<file path="src/rtl/ibpa_pkg.sv">
package ibpa_pkg;

    typedef enum logic {
        PH_IDLE = 1'b0,
        PH_OPEN = 1'b1
    } phase_e;

    typedef struct packed {
        logic is_write;
        logic is_high;
    } acc_info_t;

    localparam logic [1:0] MSEL_IMEM = 2'b01;

    function automatic logic is_imem_select(input logic [1:0] code);
        return code == MSEL_IMEM;
    endfunction

endpackage

</file>
<file path="src/rtl/ibpa_flag.sv">
module ibpa_flag (
    input  logic clk,
    input  logic rst,
    input  logic toggle,
    input  logic force_low,
    output logic flag
);
    always_ff @(posedge clk) begin
        if (rst) begin
            flag <= 1'b0;
        end else if (force_low) begin
            flag <= 1'b0;
        end else if (toggle) begin
            flag <= ~flag;
        end
    end

    // resync wins over everything else
    assert_force_clears_R8: assert property (@(posedge clk) disable iff (rst)
        force_low |=> !flag);
endmodule

</file>
<file path="src/rtl/ibpa_word.sv">
module ibpa_word #(
    parameter int BYTE_W = 8,
    localparam int WORD_W = 2 * BYTE_W
) (
    input  logic              clk,
    input  logic              rst,
    input  logic              start,
    input  logic              start_write,
    input  logic              start_high,
    input  logic [BYTE_W-1:0] din,
    input  logic              finish,
    output logic [WORD_W-1:0] word,
    output logic              strobe
);
    logic [BYTE_W-1:0] hold_q;
    logic              cap_low;
    logic              cap_high;

    always_comb begin
        cap_low  = start && start_write && !start_high;
        cap_high = start && start_write && start_high;
    end

    always_ff @(posedge clk) begin
        if (rst) begin
            hold_q <= '0;
            word   <= '0;
            strobe <= 1'b0;
        end else begin
            if (cap_low) begin
                hold_q <= din;
            end
            if (cap_high) begin
                word   <= {din, hold_q};
                strobe <= 1'b1;
            end else if (finish) begin
                strobe <= 1'b0;
            end
        end
    end

    // low byte produces no memory write
    assert_low_no_write_R2: assert property (@(posedge clk) disable iff (rst)
        cap_low |=> (!strobe && $stable(word)));
    // high byte lands on the upper half
    assert_high_upper_R3: assert property (@(posedge clk) disable iff (rst)
        cap_high |=> (strobe && word[WORD_W-1:BYTE_W] == $past(din)));
    // a read leaves the holding register alone
    assert_read_keeps_hold_R11: assert property (@(posedge clk) disable iff (rst)
        (start && !start_write) |=> $stable(hold_q));
endmodule

</file>
<file path="src/rtl/ibpa_pc.sv">
module ibpa_pc #(
    parameter int PC_W = 16
) (
    input  logic            clk,
    input  logic            rst,
    input  logic            step,
    output logic [PC_W-1:0] pc
);
    always_ff @(posedge clk) begin
        if (rst) begin
            pc <= '0;
        end else if (step) begin
            pc <= pc + 1'b1;
        end
    end
endmodule

</file>
<file path="src/rtl/ibyte_pair_asm.sv">
module ibyte_pair_asm
    import ibpa_pkg::*;
#(
    parameter int BYTE_W = 8,
    parameter int PC_W   = 16,
    parameter int MSEL_W = 2,
    localparam int WORD_W = 2 * BYTE_W
) (
    input  logic              clk,
    input  logic              rst,
    input  logic              acc_valid,
    input  logic              acc_write,
    input  logic [BYTE_W-1:0] acc_data,
    input  logic              acc_done,
    input  logic              msel_wr,
    input  logic [MSEL_W-1:0] msel_val,
    input  logic [WORD_W-1:0] mem_rdata,
    output logic [WORD_W-1:0] wr_word,
    output logic              wr_strobe,
    output logic              hi_flag,
    output logic [PC_W-1:0]   pc,
    output logic [BYTE_W-1:0] rd_byte
);
    phase_e    phase_q;
    acc_info_t cur_q;
    logic      start;
    logic      finish;
    logic      resync;

    always_comb begin
        start  = (phase_q == PH_IDLE) && acc_valid;
        finish = (phase_q == PH_OPEN) && acc_done;
        resync = msel_wr && is_imem_select(msel_val[1:0]);
    end

    always_ff @(posedge clk) begin
        if (rst) begin
            phase_q <= PH_IDLE;
            cur_q   <= '0;
        end else if (start) begin
            phase_q        <= PH_OPEN;
            cur_q.is_write <= acc_write;
            cur_q.is_high  <= hi_flag;
        end else if (finish) begin
            phase_q <= PH_IDLE;
        end
    end

    ibpa_flag u_flag (
        .clk      (clk),
        .rst      (rst),
        .toggle   (finish),
        .force_low(resync),
        .flag     (hi_flag)
    );

    ibpa_word #(.BYTE_W(BYTE_W)) u_word (
        .clk        (clk),
        .rst        (rst),
        .start      (start),
        .start_write(acc_write),
        .start_high (hi_flag),
        .din        (acc_data),
        .finish     (finish),
        .word       (wr_word),
        .strobe     (wr_strobe)
    );

    ibpa_pc #(.PC_W(PC_W)) u_pc (
        .clk (clk),
        .rst (rst),
        .step(finish && cur_q.is_high),
        .pc  (pc)
    );

    always_comb begin
        rd_byte = hi_flag ? mem_rdata[WORD_W-1:BYTE_W] : mem_rdata[BYTE_W-1:0];
    end

    // strobe only while an access is open
    assert_strobe_in_access_R4: assert property (@(posedge clk) disable iff (rst)
        wr_strobe |-> (phase_q == PH_OPEN));
    // each completion flips the flag unless resync
    assert_flag_flips_R5: assert property (@(posedge clk) disable iff (rst)
        (finish && !resync) |=> (hi_flag != $past(hi_flag)));
    // pc follows completed high-byte accesses only
    assert_pc_steps_R6: assert property (@(posedge clk) disable iff (rst)
        (finish && cur_q.is_high) |=> (pc == PC_W'($past(pc) + 1'b1)));
    assert_pc_holds_R6: assert property (@(posedge clk) disable iff (rst)
        !(finish && cur_q.is_high) |=> $stable(pc));
    // new request ignored while open
    assert_busy_ignores_R10: assert property (@(posedge clk) disable iff (rst)
        ((phase_q == PH_OPEN) && !acc_done) |=> (phase_q == PH_OPEN));
endmodule

</file>
<file path="config.mk">
export PLATFORM = sky130hd
export DESIGN_NAME = ibyte_pair_asm
export DESIGN_NICKNAME = d
export VERILOG_FILES = /design/src/rtl/ibpa_pkg.sv /design/src/rtl/ibpa_flag.sv /design/src/rtl/ibpa_word.sv /design/src/rtl/ibpa_pc.sv /design/src/rtl/ibyte_pair_asm.sv
export SDC_FILE = /design/constraint.sdc
export NUM_CORES = 1
export LEC_CHECK = 0
export BUFFER_PORTS_ARGS = -buffer_cell sky130_fd_sc_hd__buf_2
export CORE_ASPECT_RATIO = 1.5
export CORE_MARGIN = 5
export CORE_UTILIZATION = 35
export CTS_CLUSTER_SIZE = 24
export DETAILED_ROUTE_END_ITERATION = 16
export PLACE_DENSITY_LB_ADDON = 0.1
export SYNTH_ARGS = -nofsm -noshare
export SYNTH_HDL_FRONTEND = slang
export SYNTH_SLANG_ARGS = --single-unit
</file>
<file path="constraint.sdc">
create_clock -name clk -period 1.5 [get_ports clk]
set_clock_uncertainty 0.2 [all_clocks]
set_input_delay 0.075 -clock clk [delete_from_list [all_inputs] [get_ports clk]]
set_output_delay 0.075 -clock clk [all_outputs]
set_load 0.005 [all_outputs]
</file>
==> flow_summary_export.csv, run 1 <==
group,metric,value,unit
floorplanning,dieWidth,69.3,um
timing,hold_viol_final,0,
power,power_per_unit_of_standard_cell_area,720,mW/mm^2
global_routing,grt_antenna_before_repair,0,
route,highest_layer,"met4",
route,route.layer.met1.wl,2030,um
route,route.met2.wl,3160,um
synth,synth.lib_cells_used.distinct,35,
power,power.clock.fraction,33.7,%
route,antenna_violating_nets_post_route,0,
worst_setup_path,arrival,1.63,ns
floorplanning,die_area,0.00686,mm^2
floorplanning,coreArea,0.00512,mm^2
clocking,h-tree-depth,2,
layout,nets,364,
global_routing,gr-usage-all-layers,15.7,%
floorplanning,floorplan.die.height,99.0,um
synth,synth-warning-count,0,
layout,antenna_cells,0,
synth,postSynth.asyncResetShare,0,%
flow_run,cap_viol_max_count,0,
timing,report.final.slew_viol_count,0,
synth,synthesis.instances,205,
timing,rsz0062_at_grt,"true",
synth,syn-mean-instance-area,9.01,um^2
timing,layout_setup_ws,-0.0941,ns
global_routing,grt_first_pass_wirelength,8860,um
hold_path,hold_path.class,"primary input to flop",
timing,worstMarginPinSlew,0.308,ns
route,routed-wl-met3,225,um
timing,finalSetupViolCount,15,
worst_setup_path,element_type_at_the_critical_path_end,"flop",
timing,max_clock_freq,627,MHz
clocking,cts.path.max_buffers,2,
power,sequentialPowerShare,53.0,%
route,routed-via-count,1881,
synth,register_area_share_after_synthesis,47.7,%
synth,syn-cell-area,0.00185,mm^2
clocking,cts-buffers-inserted,5,
run_status,failed_checks,"negative setup slack",
synth,synth_seq_cells,44,
route,wl,5450,um
place,gpl.final_weighted_congestion,0.769,
clocking,clock_latency,0.30,ns
global_routing,overflow,0,
timing,slew-limit-headroom,79.5,%
route,count_of_unresolved_drc_violations_after_routing,0,
place,hpwl,3790,um
timing,final.period_utilization,106,%
timing,fin_worst_hold_slack,0.111,ns
timing,setup_tns,-0.385,ns
floorplanning,start_util,36.0,%
floorplanning,num_io_pins,74,
synth,count_of_flip_flops_with_a_built_in_enable_after_synthesis,0,
layout,synthToLayoutAreaGrowth,69.5,%
power,report.power.total,2.25,mW
power,leakage_power_of_the_design,1.43,nW
power,switching_share,24.7,%
timing,timing.final.crit_period,1.59,ns
floorplanning,rows,32,
clocking,clock_sinks,44,
worst_setup_path,worst-setup-path-type,"flop to flop",
worst_setup_path,critical_path_required,1.54,ns
worst_setup_path,timing.critical_path.fanout_max,3,
layout,share_of_final_layout_standard_cells_stronger_than_drive_strength_1,53.0,%
route,drt_iter0_markers,47,
power,irDropWorstVdd,0.550,mV
synth,synth_nets,238,
clocking,clk_pin_slew_worst_paths,0.09,ns
clocking,cts_tree,"done",
power,power.combinational.fraction,13.3,%
global_routing,first_global_vias,1945,
place,placement.io_buffers,73,
clocking,clockRootBuffer,"clkbuf_8",
power,internal_power,1.70,mW
route,drt-wirelength-per-cell,13.6,um
route,drt_first_pass_iters,4,
synth,ys.flop_type,"dfxtp_1",
global_routing,grt_max_degree,32,
worst_setup_path,worstSetupStartpointType,"flop",
run_status,run_status,"finished with violations",
power,netSwitchingPower,558,uW
route,detail_route.vias_per_cell,4.70,
[flip-flops by register name (all words and copies together) (netlist names)]
register,count
phase_q,1
u_word.strobe,1
u_flag.flag,1
cur_q,1
u_word.word,16
u_pc.pc,16
u_word.hold_q,8
[through the flow]
step | cells | utilization, % | worst slack, ns | cell area, um^2
after global placement | 367 | 50.0 | -0.105 | 2560
after CTS | 395 | 57.5 | -0.106 | 2950
after global routing | 400 | 61.1 | -0.165 | 3130
final | 400 | 61.1 | -0.0941 | 3130
after floorplan | 205 | - | -0.0987 | 1910
after detailed placement | 367 | 50.0 | -0.121 | 2560
[cell usage in the layout, fill, tap and decap left out, drive strengths merged]
cell	instances
nor2	23
a21oi	21
or4	1
nor4	2
xnor2	5
nand2	40
mux2	8
o31ai	1
or2	1
o21ai	4
dfxtp	44
nor3	4
dlygate4sd3	14
or3	3
nor3b	1
nand4	5
nand2b	1
mux2i	10
clkbuf	5
buf	116
xor2	7
ha	1
nand3	6
inv	2
and4	3
and3	2
clkinv	1
nand4b	1
[power by group through the flow]
stage / logic, mW / registers [mW] / clock network, mW
3_5_place_dp: 0.196 / 1.22 / 0
4_1_cts: 0.278 / 1.19 / 0.785
2_1_floorplan: 0.0994 / 1.22 / 0
5_1_grt: 0.324 / 1.20 / 0.848
3_3_place_gp: 0.194 / 1.22 / 0
6_report: 0.300 / 1.20 / 0.760
[kinds of logic after synthesis]
kind of cell / share of synthesized area [%]
AND/OR/NAND/NOR: 25.5
flip-flops: 47.7
AO/OA/AOI/OAI: 7.18
multiplexers: 10.3
XOR/XNOR: 5.69
buffers and inverters: 2.91
adder cells (fa/ha/maj): 0.677
[area by class of cell]
cell class | instances | area [um^2]
Tap cell | 68 | 85.1
Timing Repair Buffer | 130 | 960
Fill cell | 484 | 1990
Multi-Input combinational cell | 150 | 1090
Clock buffer | 5 | 68.8
Sequential cell | 44 | 908
Clock inverter | 3 | 21.3
[cell usage after synthesis (all sizes together), types with 2 or more instances]
master,number,area [um^2]
dfxtp,44,881
nand2,40,150
nor2,23,86.3
a21oi,21,105
mux2i,10,100
mux2,8,90.1
clkbuf,7,26.3
xor2,7,61.3
nand3,6,47.6
nand4,5,46.3
xnor2,5,43.8
buf,4,27.5
nor3,4,25.0
o21ai,4,20.0
and4,3,28.8
or3,3,20.0
and3,2,13.8
nor4,2,12.5
[worst max-delay path: stages (launching register included)]
cell	delay (ns)
dfxtp_4	0.39
ha_4	0.13
and4_4	0.21
buf_6	0.10
nand2_2	0.04
or3_4	0.33
a21oi_2	0.13
[layer usage]
layer | vias up | GRT usage [%]
li1 | 946 | -
met5 | - | 0
met3 | 4 | 3.88
met2 | 36 | 30.7
met1 | 895 | 16.1
met4 | 0 | 4.96
[what timing repair did]
item / 4_1_cts / 5_1_grt
buffers inserted: 6 / 3
gates cloned: 1 / 1
pin swaps: 8 / 17
hold buffers: 13 / 2
resized for setup: 21 / 35
endpoints found under the hold margin: 30 / 1
endpoints found under the setup margin: 15 / 45
[path summary, 6_finish.rpt]
check,startpoint,slack [ns],cells after the start,end
max,u_pc.pc[1],-0.09,6,u_pc.pc[12]
min,acc_done,0.11,5,u_pc.pc[15]
max reg2reg,u_pc.pc[1],-0.09,6,u_pc.pc[12]
min reg2reg,u_word.word[7],0.25,2,u_word.word[7]
Power figures use the tool's default switching activity.
==> run 2: changes to the inputs <==
Settings changed: CTS_BUF_LIST set to sky130_fd_sc_hd__clkbuf_16.
==> run 2 against run 1 <==
  * The flow still finishes with violations (negative setup slack)
  * Final area up 3.0%
  * Combinational power grew 1%
  * Sequential share of layout area decreased by 0.84 points
  * Critical path type unchanged
==> flow_summary_export.csv, run 2 (synthesis results as in run 1) <==
group,metric,value,unit
worst_setup_path,arrival,1.62,ns
place,hpwl,3790,um
floorplanning,floorplan.die.height,99.0,um
place,gpl.final_weighted_congestion,0.769,
worst_setup_path,worstReg2RegStart,"cur_q[0]",
layout,mostFrequentLayoutCell,"buf_2",
route,count_of_unresolved_drc_violations_after_routing,0,
layout,nets,364,
timing,report.final.slew_viol_count,0,
run_status,run_status,"finished with violations",
clocking,clock_latency,0.28,ns
power,switching_share,23.0,%
place,placedInstanceArea,0.00256,mm^2
timing,rsz0062_at_grt,"true",
clocking,cts.path.max_buffers,2,
power,power_per_unit_of_standard_cell_area,800,mW/mm^2
timing,layout_setup_ws,-0.0997,ns
route,drt_first_pass_iters,4,
power,internal_power,1.99,mW
flow_run,cap_viol_max_count,0,
power,power.combinational.fraction,11.8,%
timing,finalSetupViolCount,6,
power,leakage_power_of_the_design,1.47,nW
global_routing,overflow,0,
worst_setup_path,timing.critical_path.fanout_max,3,
power,netSwitchingPower,594,uW
worst_setup_path,worstSetupStartpointType,"flop",
route,detail_route.vias_per_cell,4.77,
worst_setup_path,worst_path_max_delay_cell,"or4_1",
power,sequentialPowerShare,46.4,%
worst_setup_path,regToRegSetupSlack,-0.1,ns
layout,post-route-cell-area,0.00322,mm^2
layout,finish.utilization,62.9,%
layout,final_cell_mix,"buf_2 (64), buf_4 (32), nand2_1 (31)",
worst_setup_path,critPathMaxStageDelay,0.52,ns
layout,layout_top_registers,"u_pc.pc (16), u_word.word (16), u_word.hold_q (8)",
clocking,clock_sinks,44,
power,irDropWorstVdd,0.726,mV
timing,worstMarginPinSlew,0.326,ns
worst_setup_path,element_type_at_the_critical_path_end,"flop",
worst_setup_path,cp.buffers_inverters,0,
run_status,failed_checks,"negative setup slack",
floorplanning,coreArea,0.00512,mm^2
layout,final_cell_count_no_fill,400,
global_routing,gr-usage-all-layers,15.5,%
clocking,clockRootBuffer,"clkbuf_16",
hold_path,hold_path.class,"primary input to flop",
layout,synthToLayoutAreaGrowth,74.6,%
route,wl,5510,um
floorplanning,die_area,0.00686,mm^2
clocking,clk_pin_slew_worst_paths,0.06,ns
floorplanning,dieWidth,69.3,um
route,routed-via-count,1909,
timing,slew-limit-headroom,78.3,%
worst_setup_path,path_depth,4,
power,power.clock.fraction,41.9,%
global_routing,grt_first_pass_wirelength,8680,um
place,post-place-cells,367,
worst_setup_path,timing.critical_path.max_delay_family,"simple AND/OR/NAND/NOR gates",
worst_setup_path,worst_r2r_endpoint,"u_pc.pc[15]",
timing,final.period_utilization,107,%
floorplanning,num_io_pins,74,
clocking,h-tree-depth,2,
clocking,cts_tree,"done",
hold_path,cell_count_of_the_worst_hold_path,5,
route,antenna_violating_nets_post_route,0,
worst_setup_path,worst-setup-path-type,"flop to flop",
worst_setup_path,worst_r2r_path_depth,4,
route,drt-wirelength-per-cell,13.8,um
layout,antenna_cells,0,
global_routing,grt_max_degree,32,
worst_setup_path,critical_path_required,1.52,ns
worst_setup_path,worst_setup_endpoint,"u_pc.pc[15]",
route,drt_iter0_markers,63,
worst_setup_path,crit_path_start,"cur_q[0]",
floorplanning,rows,32,
place,post-place-ws,-0.121,ns
timing,hold_viol_final,0,
place,placement.io_buffers,73,
timing,max_clock_freq,625,MHz
timing,timing.final.crit_period,1.60,ns
global_routing,first_global_vias,1907,
floorplanning,start_util,36.0,%
clocking,cts-buffers-inserted,5,
worst_setup_path,crit_chain,"nand3_4, or2_4, or4_1, a21oi_2",
global_routing,grt_antenna_before_repair,0,
layout,share_of_final_layout_standard_cells_stronger_than_drive_strength_1,55.4,%
-- run 2: cell types whose count changed in the layout (fill, tap and decap cells not counted), sizes merged --
| cell | before | now |
|---|---|---|
| buf | 116 | 115 |
| clkbuf | 5 | 6 |
-- run 2: how the worst min path moves through the flow --
stage / from / to / slack [ns]
5_1_grt: acc_done / u_pc.pc[13] / 0.15
3_5_place_dp: acc_data[6] / u_word.word[14] / 0.14
4_1_cts: acc_done / u_pc.pc[13] / 0.11
3_3_place_gp: acc_data[6] / u_word.hold_q[6] / 0.12
2_1_floorplan: acc_data[2] / u_word.word[10] / 0.01
6_report: acc_done / u_pc.pc[13] / 0.13
-- run 2: layer usage --
metal	track usage (%)	share of wire (%)	up-vias
met5	0	0	-
met4	4.51	1.2	0
met3	4.49	4.9	6
met2	30.4	58	44
met1	15.5	35	910
li1	-	-	949
-- run 2: area by class of cell --
type | instances | area, um^2
flip-flops and latches | 44 | 908
fillers | 472 | 1900
multi-input cells | 150 | 1130
repair buffers | 130 | 957
clock inverters | 3 | 21.3
well taps | 68 | 85.1
clock buffers | 5 | 125
-- run 2: repair_timing --
action,CTS,global route
resized for setup,8,58
setup buffers,6,4
pin swaps,10,30
endpoints found under the hold margin,29,1
setup endpoints to repair,15,45
hold buffers,13,2
cloned,0,2
-- run 2: power by group through the flow --
stage	clock, mW	sequential [mW]	combinational (mW)
6_report	1.08	1.20	0.304
5_1_grt	1.17	1.20	0.328
4_1_cts	1.11	1.19	0.235
3_5_place_dp	0	1.22	0.196
3_3_place_gp	0	1.22	0.194
2_1_floorplan	0	1.22	0.0994
-- run 2: stage by stage --
step	hold slack (ns)	power (mW)	setup TNS [ns]
floorplan	0.0110	1.32	-0.266
global placement	0.125	1.42	-0.258
detailed placement	0.137	1.42	-0.317
CTS	0.113	2.54	-0.380
global route	0.148	2.70	-1.92
finish	0.133	2.58	-0.295
-- run 2: worst min-delay path, cell delays in order --
cell	delay, ns
buf_2	0.13
nand3_4	0.08
or2_4	0.12
or3_4	0.12
a21oi_2	0.04
